==> config.mk <==
export PLATFORM = sky130hd
export DESIGN_NAME = sot_oneshot_timer
export DESIGN_NICKNAME = d
export VERILOG_FILES = /design/src/rtl/sot_pkg.sv /design/src/rtl/sot_prescaler.sv /design/src/rtl/sot_fsm.sv /design/src/rtl/sot_flag.sv /design/src/rtl/sot_oneshot_timer.sv
export SDC_FILE = /design/constraint.sdc
export NUM_CORES = 1
export LEC_CHECK = 0
export ABC_CLOCK_PERIOD_IN_PS = 3200
export BUFFER_PORTS_ARGS = -buffer_cell sky130_fd_sc_hd__buf_2
export CORE_UTILIZATION = 45
export CTS_CLUSTER_DIAMETER = 40
export CTS_CLUSTER_SIZE = 30
export DETAILED_ROUTE_END_ITERATION = 6
export GPL_ROUTABILITY_DRIVEN = 1
export GPL_TIMING_DRIVEN = 0
export HOLD_SLACK_MARGIN = 0.1
export PLACE_DENSITY = 0.73
export RECOVER_POWER = 50
export SYNTH_ARGS = -nofsm -noshare
export SYNTH_HDL_FRONTEND = slang
export SYNTH_SLANG_ARGS = --single-unit
==> constraint.sdc <==
create_clock -name clk -period 3.2 [get_ports clk]
set_input_delay 0.64 -clock clk [delete_from_list [all_inputs] [get_ports clk]]
set_output_delay 0.64 -clock clk [all_outputs]
set_load 0.02 [all_outputs]
==> src/rtl/sot_pkg.sv <==
package sot_pkg;
    typedef enum logic [1:0] {
        ST_UNINIT = 2'd0,
        ST_IDLE   = 2'd1,
        ST_COUNT  = 2'd2
    } sot_state_e;
endpackage

==> src/rtl/sot_prescaler.sv <==
module sot_prescaler #(
    parameter int CLK_PER_SEC = 50_000_000,
    localparam int PRE_W = (CLK_PER_SEC > 1) ? $clog2(CLK_PER_SEC) : 1
) (
    input  logic             clk,
    input  logic             rst_n,
    input  logic             run,
    input  logic             restart,
    output logic             tick,
    output logic [PRE_W-1:0] pre_cnt
);
    localparam logic [PRE_W-1:0] LAST = PRE_W'(CLK_PER_SEC - 1);

    logic [PRE_W-1:0] cnt_q;

    // A tick marks the end of one full second inside an active count
    assign tick    = run && !restart && (cnt_q == LAST);
    assign pre_cnt = cnt_q;

    always_ff @(posedge clk or negedge rst_n) begin
        if (!rst_n) begin
            cnt_q <= '0;
        end else if (restart || !run || tick) begin
            cnt_q <= '0;
        end else begin
            cnt_q <= cnt_q + 1'b1;
        end
    end
endmodule

==> src/rtl/sot_fsm.sv <==
module sot_fsm
    import sot_pkg::*;
#(
    parameter int COUNT_W = 8
) (
    input  logic               clk,
    input  logic               rst_n,
    input  logic               wr_en,
    input  logic [COUNT_W-1:0] wr_data,
    input  logic               flag_clr,
    input  logic               tick,
    output sot_state_e         state,
    output logic [COUNT_W-1:0] secs_left,
    output logic               run,
    output logic               restart,
    output logic               expire,
    output logic               initialised
);
    sot_state_e         st_q, st_d;
    logic [COUNT_W-1:0] secs_q;
    logic               wr_ok;
    logic               last_sec;

    assign wr_ok    = wr_en && (st_q != ST_UNINIT);
    assign last_sec = (secs_q == COUNT_W'(1));

    // Next-state logic
    always_comb begin
        st_d = st_q;
        unique case (st_q)
            ST_UNINIT: if (flag_clr) st_d = ST_IDLE;
            ST_IDLE:   if (wr_en) st_d = (wr_data != '0) ? ST_COUNT : ST_IDLE;
            ST_COUNT: begin
                if (wr_en)                 st_d = (wr_data != '0) ? ST_COUNT : ST_IDLE;
                else if (tick && last_sec) st_d = ST_IDLE;
            end
            default:   st_d = ST_UNINIT;
        endcase
    end

    // State register and seconds counter
    always_ff @(posedge clk or negedge rst_n) begin
        if (!rst_n) begin
            st_q   <= ST_UNINIT;
            secs_q <= '0;
        end else begin
            st_q <= st_d;
            if (wr_ok)                       secs_q <= wr_data;
            else if (st_q == ST_COUNT && tick) secs_q <= secs_q - 1'b1;
        end
    end

    // Outputs
    always_comb begin
        run         = (st_q == ST_COUNT);
        restart     = wr_ok;
        expire      = (st_q == ST_COUNT) && !wr_en && tick && last_sec;
        initialised = (st_q != ST_UNINIT);
    end

    assign state     = st_q;
    assign secs_left = secs_q;
endmodule

==> src/rtl/sot_flag.sv <==
module sot_flag (
    input  logic clk,
    input  logic rst_n,
    input  logic expire,
    input  logic flag_clr,
    input  logic irq_en,
    input  logic initialised,
    output logic flag,
    output logic irq
);
    logic flag_q;

    // The flag powers up set; expiry takes priority over a clear
    always_ff @(posedge clk or negedge rst_n) begin
        if (!rst_n)        flag_q <= 1'b1;
        else if (expire)   flag_q <= 1'b1;
        else if (flag_clr) flag_q <= 1'b0;
    end

    assign flag = flag_q;
    assign irq  = flag_q & irq_en & initialised;
endmodule

==> src/rtl/sot_oneshot_timer.sv <==
module sot_oneshot_timer
    import sot_pkg::*;
#(
    parameter int CLK_PER_SEC = 50_000_000,
    parameter int COUNT_W     = 8,
    localparam int PRE_W = (CLK_PER_SEC > 1) ? $clog2(CLK_PER_SEC) : 1
) (
    input  logic               clk,
    input  logic               rst_n,
    input  logic               wr_en,
    input  logic [COUNT_W-1:0] wr_data,
    input  logic               flag_clr,
    input  logic               irq_en,
    output logic               timer_flag,
    output logic               irq
);
    sot_state_e         st_q;
    logic [COUNT_W-1:0] secs_q;
    logic [PRE_W-1:0]   pre_cnt;
    logic               run, restart, tick, expire, initialised;

    sot_prescaler #(.CLK_PER_SEC(CLK_PER_SEC)) pre_i (
        .clk(clk), .rst_n(rst_n), .run(run), .restart(restart),
        .tick(tick), .pre_cnt(pre_cnt)
    );

    sot_fsm #(.COUNT_W(COUNT_W)) fsm_i (
        .clk(clk), .rst_n(rst_n), .wr_en(wr_en), .wr_data(wr_data),
        .flag_clr(flag_clr), .tick(tick), .state(st_q), .secs_left(secs_q),
        .run(run), .restart(restart), .expire(expire), .initialised(initialised)
    );

    sot_flag flag_i (
        .clk(clk), .rst_n(rst_n), .expire(expire), .flag_clr(flag_clr),
        .irq_en(irq_en), .initialised(initialised),
        .flag(timer_flag), .irq(irq)
    );
endmodule

# ---- After elaboration in Yosys (flattened, before gate mapping)
# Index checks and enable logic that the tools add are counted.
dict set report classes {
  shifts 0
  mux 11
  div 0
  multipliers 0
  order_cmp 0
  reduce_logical 19
  n_eq_ne 7
  n_bitwise 2
  add_sub_neg 2
}
# op count
set op_table {}
lappend op_table {{adder 26 x 1 -> 26 bit, second input constant} 1}
lappend op_table {{equality test 26 bit, second input constant} 1}
lappend op_table {{two-way mux 26 bit} 1}
lappend op_table {{two-way mux 8 bit} 2}
lappend op_table {{two-way mux 2 bit} 5}
lappend op_table {{equality test 8 x 1 -> 1 bit, second input constant} 1}
lappend op_table {{logical AND 1 bit} 8}
lappend op_table {{nonzero test 8 bit} 1}
lappend op_table {{subtractor 8 x 1 -> 8 bit, second input constant} 1}
lappend op_table {{case mux 2 bit (3 select lines)} 1}
lappend op_table {{nonzero test 2 bit} 3}
lappend op_table {{!= test 2 bit, second input constant} 2}
lappend op_table {{zero test 1 bit} 3}
lappend op_table {{!= test 3 x 2 -> 1 bit, second input constant} 1}
lappend op_table {{AND reduction 3 bit} 1}
lappend op_table {{AND 1 bit} 2}
lappend op_table {{equality test 2 x 1 -> 1 bit, second input constant} 1}
lappend op_table {{equality test 2 bit, second input constant} 1}
lappend op_table {{zero test 2 bit} 1}
lappend op_table {{logical OR 1 bit} 2}
lappend op_table {{two-way mux 1 bit} 2}
dict set report word_totals {
  memories 0
  mem_bits_rw 0
  latchBits 0
  regBits 37
  wordCells 45
  rom_bits 0
}

# ---- Longest topological paths before layout
dict set report depth {
  ltp_word 9
  mapped_depth 7
  mapped_depth_nobuf 6
}

# ---- Cells and area by module
# A second synthesis with hierarchy kept.
dict set report unflattened {
  hier_cells 233
  area_unflattened_um2 2130.8
}
# mod instances seq_area_each_um2 cells_each area_each_um2
set by_module_without_submodules {}
lappend by_module_without_submodules {sot_prescaler 1 650.6 151 1428.9}
lappend by_module_without_submodules {sot_fsm 1 250.2 78 658.1}
lappend by_module_without_submodules {sot_flag 1 26.3 4 43.8}

# ---- Least setup slack after synthesis
# OpenSTA, ideal clock, no wires.
dict set report synth_timing {
  kind {register -> register}
  startpoint {reg pre_i.cnt_q[0], in the netlist pre_i.pre_cnt[0]}
  endpoint {reg fsm_i.secs_q[3], in the netlist fsm_i.secs_left[3]}
  period_less_slack_ns 1.805
  setup_ns 0.135
  path_stages_with_launch 8
  arrival_ns 1.670
  path_buffers 1
  path_slack_ns 1.395
  cell_sequence {dfrtp_1 -> ha_1 -> and4_1 -> nand4_1 -> or2_1 -> buf_2 -> o311ai_2 -> nand3_1}
}
dict set report synth_via {
  elab_chain_len 4
}
# element line
set synth_lines {}
lappend synth_lines {{start, declared} sot_prescaler.sv:14} ;# logic [PRE_W-1:0] cnt_q;
lappend synth_lines {{start signal, assigned} sot_prescaler.sv:26} ;# cnt_q <= cnt_q + 1'b1;
lappend synth_lines {{equality test 26 bit} sot_prescaler.sv:17} ;# assign tick = run && !restart && (cnt_q == LAST);
lappend synth_lines {{logical AND 1 bit} sot_prescaler.sv:17}
lappend synth_lines {{logical AND 1 bit} sot_fsm.sv:49} ;# else if (st_q == ST_COUNT && tick) secs_q <= secs_q - 1'b1;
lappend synth_lines {{nonzero test 2 bit (no line)} n/a}
lappend synth_lines {{end signal, assigned} sot_fsm.sv:48} ;# if (wr_ok) secs_q <= wr_data;
lappend synth_lines {{end signal, assigned} sot_fsm.sv:49}
lappend synth_lines {{end, declared} sot_fsm.sv:20} ;# logic [COUNT_W-1:0] secs_q;
# Every way passes these cells.
# A chain may end at the register's enable or synchronous reset.

# ---- Worst setup path in the final report
# Ends and elaborated chain as after synthesis.

==> qor.yml <==
syn_inst: 218
path_class: "flip-flop to flip-flop"
synth_nets: 234
fin_tns_setup_ns: 0
synth_warnings: 0
ys_async_sr_fraction: 1.00
p_per_area_nw_per_um2: 590
skew_ns: 0.00981
hold_violations: 0
coreArea_um2: 4380
status: "complete, but fails checks"
finalCritPeriodShare: 0.654
vdd_ir_drop_max_v: 0.000426
final_cell_mix: "36 x dfrtp_1, 32 x nor2_1, 21 x nand3_1"
gr-usage-all-layers: 0.194
ys_seq_area_frac: 0.449
worst_pin_slew_ns: 1.91
grt_max_degree: 38
cp_max_fo: 6
rsz0062_at_grt: "no"
maxCapViolCount: 1
via_per_inst: 5.59
pre_cts_ws_ns: 1.05
cts_root_buffer: "clkbuf_8"
io_buffer_count: 14
sw_frac_of_total: 0.299
critical_path_arrival_ns: 2.25
seqCellArea_um2: 927
finalCriticalPeriod_ns: 2.09
initial_core_util: 0.471
drt_iter0_drc: 156
cp-end-kind: "flip-flop"
post_cts_resized: 0
clk_latency_ns: 0.29
p_seq_frac: 0.422
grt_pass1_vias: 1641
drive_above_1_share: 0.150
vias: 1632
ant_nets: 0
ys_seq_elements: 37
p_comb_frac: 0.228
syn_to_final_growth_pct: 13.0
cts_buffers: 5
maxSlewHeadroom: -0.274
reg2reg_from: "pre_i.pre_cnt[0]"
leakage_uw: 0.000991
cp-start-kind: "flip-flop"
gp_congestion: 0.857
startpoint: "pre_i.pre_cnt[0]"
cts_setup_buffers: 0
synth_top_flop_cell: "dfrtp_1"
timing.final.ws_setup_ns: 1.11
synth_area_leaders: "dfrtp_1 44%, xor2_1 7.6%, nor2_1 5.8%, nand3_1 5.1%, xnor2_1 3.8%"
synth_edf_count: 0
yosysTopAreaCell: "dfrtp_1"
ys_types: 43
std_cell_rows: 24
layout_commonest_cell: "dfrtp_1"
fmax_mhz: 478
synth_area_per_cell_um2: 9.46
hold_start: "flag_i.flag"
dieHeight_um: 69.7
clkSinkCount: 37
cts_hold_buf: 0
grt_overflow: 0
synthDominantCellAreaShare: 0.437
nets: 255
ioPinCount: 15
clkPwrFrac: 0.350
failed_checks: "capacitance limit, slew limit"
hp-class: "flip-flop to flip-flop"
setup_viol: 0
multi_input_area_um2: 1070
dp_hpwl_mm: 2.95
antenna_found_initial: 0
die_w_um: 69.7
p_int_uw: 963
cts_tree: "built"
cts.clk_slew.worst_paths_ns: 0.08
htree_levels: 2
fill_cells: 400
dr.pass1.iters: 4
diodes: 0
drt_wl_total_mm: 4.17
wl_per_cell_um: 14.3
ctsLongestPathBuffers: 2
worstPathRequired_ns: 3.36
drc_errors: 0
power.switching_uw: 412
die_area_um2: 4860
synthesis.area_um2: 2060
grt_pass1_wl_mm: 7.46
drv_slew: 38
==> flip-flops by register name, indices dropped and copies added, names as in the netlist <==
| name | cells |
|---|---|
| fsm_i.state | 2 |
| flag_i.flag | 1 |
| fsm_i.secs_left | 8 |
| pre_i.pre_cnt | 26 |
==> worst paths after layout <==
| path | end | slack, ns | cells after the start |
|---|---|---|---|
| min reg2reg | flag_i.flag | 0.50 | 2 |
| max | fsm_i.secs_left[3] | 1.11 | 7 |
| min in group asynchronous | pre_i.pre_cnt[14] | 0.87 | 1 |
| max reg2reg | fsm_i.secs_left[3] | 1.11 | 7 |
| max in group asynchronous | pre_i.pre_cnt[22] | 1.23 | 1 |
| min | flag_i.flag | 0.50 | 2 |
==> layer usage <==
metal | up-vias | part of all wire | global-route usage
met4 | 0 | 0.010 | 0.0622
met1 | 790 | 0.48 | 0.256
met3 | 5 | 0.023 | 0.0465
met2 | 20 | 0.48 | 0.316
li1 | 817 | - | -
met5 | - | 0 | 0
==> Yosys cell counts (5+ instances only) <==
master	number
nor3_1	6
nand2_1	16
nand4_1	11
o21ai_0	5
xor2_1	18
buf_2	6
dfrtp_1	36
nor2_1	32
nand3_1	21
and3_1	7
inv_1	5
xnor2_1	9
==> stage by stage <==
step / std cells / total power, µW / cell area [µm²] / utilization / hold WS [ns]
final: 292 / 1380 / 2330 / 0.532 / 0.504
after detailed placement: 284 / 901 / 2200 / 0.501 / 0.496
after floorplan: 218 / 821 / 2060 / - / 0.344
after CTS: 292 / 1380 / 2330 / 0.532 / 0.466
after global placement: 284 / 894 / 2200 / 0.501 / 0.481
after global routing: 292 / 1470 / 2330 / 0.532 / 0.507
==> layout make-up <==
cell class / count / area share
Tap cell: 52 / 0.0279
Sequential cell: 37 / 0.398
Clock inverter: 3 / 0.0279
Timing Repair Buffer: 14 / 0.0295
Multi-Input combinational cell: 168 / 0.460
Inverter: 5 / 0.00805
Buffer: 8 / 0.0193
Clock buffer: 5 / 0.0295
==> worst max-delay path, stage by stage (launching register included) <==
cell	delay, ns
dfrtp_1	0.41
ha_1	0.25
and4_1	0.31
nand4_1	0.20
or2_1	0.27
buf_2	0.16
o311ai_2	0.26
nand3_1	0.11
==> logic make-up (layout without fill, tap and decap cells) <==
logic type	after synthesis	after routing	share of synthesized area
buffers and inverters	13	35	0.0309
adder cells (fa/ha/maj)	3	3	0.0182
flip-flops	37	37	0.449
XOR/XNOR	27	27	0.115
AO/OA/AOI/OAI	20	20	0.0685
AND/OR/NAND/NOR	118	118	0.318
==> power groups by stage <==
stage / Combinational, µW / Clock [µW] / Sequential (µW)
after floorplan: 241 / 0 / 580
after global placement: 306 / 0 / 588
after detailed placement: 312 / 0 / 589
after CTS: 315 / 488 / 580
after global routing: 364 / 513 / 590
final: 313 / 482 / 580
No activity file was read; power rests on OpenSTA's default activity.
